<file path="config.mk">
export PLATFORM = sky130hd
export DESIGN_NAME = refill_slot_queue
export DESIGN_NICKNAME = d
export VERILOG_FILES = /design/src/rtl/rsq_pkg.sv /design/src/rtl/rsq_ctrl.sv /design/src/rtl/rsq_store.sv /design/src/rtl/refill_slot_queue.sv
export SDC_FILE = /design/constraint.sdc
export NUM_CORES = 1
export LEC_CHECK = 0
export CORE_ASPECT_RATIO = 0.7
export CORE_MARGIN = 4
export CORE_UTILIZATION = 39
export DETAILED_ROUTE_END_ITERATION = 8
export HOLD_SLACK_MARGIN = 0.1
export PLACE_DENSITY = 0.79
export SLEW_MARGIN = 5
export SYNTH_ARGS = -nofsm -noshare
export SYNTH_HDL_FRONTEND = slang
export SYNTH_SLANG_ARGS = --single-unit
</file>
<file path="constraint.sdc">
create_clock -name clk -period 1.51 [get_ports clk]
set_input_delay 0.151 -clock clk [delete_from_list [all_inputs] [get_ports clk]]
set_output_delay 0.151 -clock clk [all_outputs]
set_load 0.01 [all_outputs]
</file>
<file path="src/rtl/rsq_pkg.sv">
package rsq_pkg;

    // Registered control state of the slot.
    typedef struct packed {
        logic occupied;
    } slot_ctl_t;

    // Handshake results produced by the control logic for one cycle.
    typedef struct packed {
        logic push_ready;
        logic pop_ready;
        logic push_take;
        logic pop_take;
    } slot_hs_t;

    localparam slot_ctl_t SLOT_CTL_RESET = '{occupied: 1'b0};

endpackage

</file>
<file path="src/rtl/rsq_ctrl.sv">
module rsq_ctrl
    import rsq_pkg::*;
(
    input  logic     clk,
    input  logic     rst_n,
    input  logic     flush,
    input  logic     push_en,
    input  logic     pop_en,
    output slot_hs_t hs,
    output logic     occupied_q,
    output logic     write_en
);

    slot_ctl_t ctl_d;
    slot_ctl_t ctl_q;
    slot_hs_t  hs_c;

    always_comb begin
        ctl_d = ctl_q;

        // Pop only counts when something is held.
        hs_c.pop_ready  = ctl_q.occupied;
        hs_c.pop_take   = pop_en & ctl_q.occupied;

        // Drain happens logically before fill: a pop in this cycle frees the slot.
        hs_c.push_ready = ~ctl_q.occupied | pop_en;
        hs_c.push_take  = push_en & hs_c.push_ready;

        if (flush) begin
            ctl_d.occupied = 1'b0;
        end else if (hs_c.push_take) begin
            ctl_d.occupied = 1'b1;
        end else if (hs_c.pop_take) begin
            ctl_d.occupied = 1'b0;
        end
    end

    always_ff @(posedge clk) begin
        if (!rst_n) begin
            ctl_q <= SLOT_CTL_RESET;
        end else begin
            ctl_q <= ctl_d;
        end
    end

    assign hs         = hs_c;
    assign occupied_q = ctl_q.occupied;
    assign write_en   = hs_c.push_take & ~flush;

    // Pop on an empty slot with no push leaves it empty.
    assert_empty_pop_R6: assert property (@(posedge clk) disable iff (!rst_n)
        (!ctl_q.occupied && !push_en && !flush) |=> !ctl_q.occupied);

    // A pop with no push drains the slot.
    assert_drain_R3: assert property (@(posedge clk) disable iff (!rst_n)
        (ctl_q.occupied && pop_en && !push_en && !flush) |=> !ctl_q.occupied);

endmodule

</file>
<file path="src/rtl/rsq_store.sv">
module rsq_store #(
    parameter int DATA_W = 32
) (
    input  logic              clk,
    input  logic              rst_n,
    input  logic              write_en,
    input  logic [DATA_W-1:0] wr_data,
    output logic [DATA_W-1:0] data_q
);

    logic [DATA_W-1:0] data_d;

    always_comb begin
        data_d = data_q;
        if (write_en) begin
            data_d = wr_data;
        end
    end

    always_ff @(posedge clk) begin
        if (!rst_n) begin
            data_q <= '0;
        end else begin
            data_q <= data_d;
        end
    end

endmodule

</file>
<file path="src/rtl/refill_slot_queue.sv">
module refill_slot_queue
    import rsq_pkg::*;
#(
    parameter int DATA_W = 32
) (
    input  logic              clk,
    input  logic              rst_n,
    input  logic              flush,
    input  logic              push_en,
    input  logic [DATA_W-1:0] push_data,
    output logic              push_ready,
    input  logic              pop_en,
    output logic              pop_ready,
    output logic              head_valid,
    output logic [DATA_W-1:0] head_data
);

    slot_hs_t          hs;
    logic              occupied_q;
    logic              write_en;
    logic [DATA_W-1:0] data_q;

    rsq_ctrl u_ctrl (
        .clk        (clk),
        .rst_n      (rst_n),
        .flush      (flush),
        .push_en    (push_en),
        .pop_en     (pop_en),
        .hs         (hs),
        .occupied_q (occupied_q),
        .write_en   (write_en)
    );

    rsq_store #(.DATA_W(DATA_W)) u_store (
        .clk      (clk),
        .rst_n    (rst_n),
        .write_en (write_en),
        .wr_data  (push_data),
        .data_q   (data_q)
    );

    assign push_ready = hs.push_ready;
    assign pop_ready  = hs.pop_ready;
    assign head_valid = occupied_q;
    assign head_data  = data_q;

    // Reset leaves the slot empty.
    assert_reset_empty_R1: assert property (@(posedge clk)
        !rst_n |=> !head_valid);

    // Accepted push into an empty slot stores the word.
    assert_fill_R2: assert property (@(posedge clk) disable iff (!rst_n)
        (!head_valid && push_en && !flush) |=> (head_valid && head_data == $past(push_data)));

    // Occupied slot without pop holds its word and refuses pushes.
    assert_hold_R4: assert property (@(posedge clk) disable iff (!rst_n)
        (head_valid && !pop_en && !flush) |=> (head_valid && $stable(head_data)));

    // Same-cycle pop and push swaps in the new word.
    assert_swap_R5: assert property (@(posedge clk) disable iff (!rst_n)
        (head_valid && pop_en && push_en && !flush) |=> (head_valid && head_data == $past(push_data)));

    // Flush wins over everything.
    assert_flush_R7: assert property (@(posedge clk) disable iff (!rst_n)
        flush |=> !head_valid);

endmodule

</file>
==> run_results.csv <==
group,metric,value,unit
run_status,outcome,"finished, final reports clean",
setup_path,startpoint_type,"register",
clocking,clk_pin_slew,0.06,ns
final_layout,final_cells,263,
die,rows,17,
hold_path,holdPathStages,3,
synth,synth_adder_area_share,0,%
timing,finalSetupTns,0,ns
grt,track_usage,15.7,%
grt,grt_pass1_vias,1226,
drt,via_count,1184,
synth,synth_top_cell_by_area,"dfxtp_1",
hold_path,min_to,"u_store.data_q[25]$_SDFFE_PN0P_",
clocking,numCtsBuffers,5,
grt,grt_pass1_wl,5.65,mm
timing,holdWs,0.327,ns
die,core_area,3250,sq um
placement,dpl.hpwl,2.61,mm
timing,setup_viol,0,
clocking,cts.htree.levels,2,
die,die_width,78.9,um
synth,synth_compound_area_share,0,%
synth,synthDominantCellAreaShare,48.1,%
timing,fin_crit,1.37,ns
drt,drt-initial-drc-count,46,
timing,slew_violations,0,
placement,place_area,2070,sq um
setup_path,reg2reg_from,"u_ctrl.occupied_q$_SDFFE_PP0P_",
drt,wl_per_cell,13.2,um
synth,postSynthCellCount,146,
die,pin_count,72,
timing,max-slew-margin-rel,73.6,%
synth,muxShareOfSynthArea,23.3,%
clocking,hold_buffers,0,
flow_run,cap_violations,0,
power,power.density,875,nW/um^2
synth,synth_top_family_by_area,"multiplexers",
clocking,cts_tree,"done",
synth,synth_area,1370,sq um
timing,rsz0062_at_grt,"no",
setup_path,critPathRequiredTime,1.70,ns
setup_path,regToRegSetupSlack,0.14,ns
synth,yosys_warnings,0,
synth,synthSimpleGateAreaFrac,20.2,%
synth,ys_types,13,
power,power,1.89,mW
final_layout,postLayoutCellArea,2160,sq um
die,die_h,57.6,um
drt,vias_per_cell,4.50,
clocking,clk_latency,0.27,ns
timing,max_freq,728,MHz
placement,io_buffers,71,
timing,timing.final.hold_violations,0,
synth,synth_seq_area_share,48.1,%
synth,synth_nets,183,
drt,detail_route.wirelength,3.48,mm
synth,synth_xor_area_share,0,%
die,start_util,42.2,%
grt,grt.overflow.total,0,
drt,drc,0,
power,ir_worst_vdd,513,uV
synth,yosys_register_bits,33,
clocking,clock-root-buffer,"clkbuf_8",
hold_path,hp-class,"input pin to register",
setup_path,crit_arrival,1.57,ns
setup_path,path_max_fanout,32,
die,die_area,4550,sq um
drt,first_pass_iters,4,
timing,period_share,91.0,%
clocking,cts.path.max_buffers,2,
timing,skew,0.00326,ns
setup_path,worstSetupPathType,"register to register",
power,leakagePower,0.830,nW
drt,ant_nets,0,
placement,place_inst,254,
placement,gp_congestion,0.687,
final_layout,drive_gt1_share,5.09,%
grt,grt_max_degree,45,
final_layout,areaGrowthSynthToFinish,57.6,%
synth,synth_area_leaders,"dfxtp_1 (48%), mux2i_1 (23%), nand2_1 (18%)",
grt,antenna_found_initial,0,
final_layout,diodes,0,
timing,tightest_slew,0.396,ns
setup_path,timing.rr.end,"u_store.data_q[22]$_SDFFE_PN0P_",
final_layout,nNetsFinal,252,
setup_path,r2r_cells,5,
hold_path,holdCritStartpoint,"rst_n",
synth,avgSynthCellArea,9.40,sq um
setup_path,end_kind,"register",
clocking,cts_sinks,33,
## flip-flops by register name, summed over array words and instances, names as in the netlist
name	flops
u_ctrl.occupied_q	1
u_store.data_q	32
## synth_stat cells, drive strengths merged
library cell / count
clkbuf: 5
nor2b: 1
mux2i: 32
buf: 7
dfxtp: 33
inv: 1
nand2: 64
nor3b: 2
nor2: 1
## power breakdown
group | leakage, nW | total [mW] | internal, mW | switching (mW)
clock network | 0.0395 | 0.603 | 0.327 | 0.277
logic | 0.520 | 0.351 | 0.215 | 0.135
registers | 0.270 | 0.940 | 0.917 | 0.0232
## through the flow
stage          util (%)  setup slack, ns
3_3_place_gp       63.7           0.0598
2_1_floorplan         -            0.359
4_1_cts            66.4           0.0545
3_5_place_dp       63.7           0.0112
5_1_grt            66.5           0.0444
6_report           66.5            0.136
## worst max path at each step
stage                                   startpoint                               to  slack (ns)  cells past startpoint
floorplan           u_ctrl.occupied_q$_SDFFE_PP0P_   u_store.data_q[0]$_SDFFE_PN0P_        0.36                      5
global placement                            pop_en  u_store.data_q[27]$_SDFFE_PN0P_        0.06                      5
detailed placement                          pop_en  u_store.data_q[28]$_SDFFE_PN0P_        0.01                      5
CTS                 u_ctrl.occupied_q$_SDFFE_PP0P_                       push_ready        0.05                      3
global route        u_ctrl.occupied_q$_SDFFE_PP0P_   u_store.data_q[9]$_SDFFE_PN0P_        0.04                      5
finish              u_ctrl.occupied_q$_SDFFE_PP0P_  u_store.data_q[22]$_SDFFE_PN0P_        0.14                      5
## worst max-delay path: stages (launching register included)
cell and delay, ns:
dfxtp_1 0.33, nor2b_4 0.13, buf_4 0.14, nor3b_4 0.20, buf_12 0.27, mux2i_1 0.23
## final cells by class
type                    count  area [sq um]
multi-input cells         100           604
well taps                  47          58.8
inverters                   1          3.75
repair buffers             74           756
flip-flops and latches     33           661
fillers                   266          1090
clock buffers               8          80.1
## layer usage
| layer | routed length [um] | vias to the layer above | track usage [%] | share of wire (%) |
|---|---|---|---|---|
| li1 | - | 603 | - | - |
| met1 | 1440 | 546 | 18.2 | 41 |
| met2 | 1790 | 33 | 27.9 | 51 |
| met3 | 225 | 2 | 4.50 | 6.5 |
| met4 | 27 | 0 | 5.88 | 0.78 |
| met5 | 0 | - | 0 | 0 |
## timing repair
item,4_1_cts,5_1_grt
endpoints found under the setup margin,1,1
setup buffers,1,0
gates resized for setup,0,1
cloned,0,0
## cell families (layout without fill, tap and decap cells)
kind of cell,Yosys count,after routing
flops,33,33
simple gates,68,68
mux,32,32
buf+inv,13,83
## placed cells by master (no fill, tap or decap)
cell type,count
clkbuf_1,3
mux2i_1,32
clkbuf_8,5
dfxtp_1,33
nor3b_4,1
nand2_1,64
nor2b_4,1
buf_12,2
buf_4,1
clkdlybuf4s50_1,69
inv_1,1
buf_2,1
dlymetal6s2s_1,1
nor2_1,1
nor3b_1,1
No activity file was read; power rests on OpenSTA's default activity.
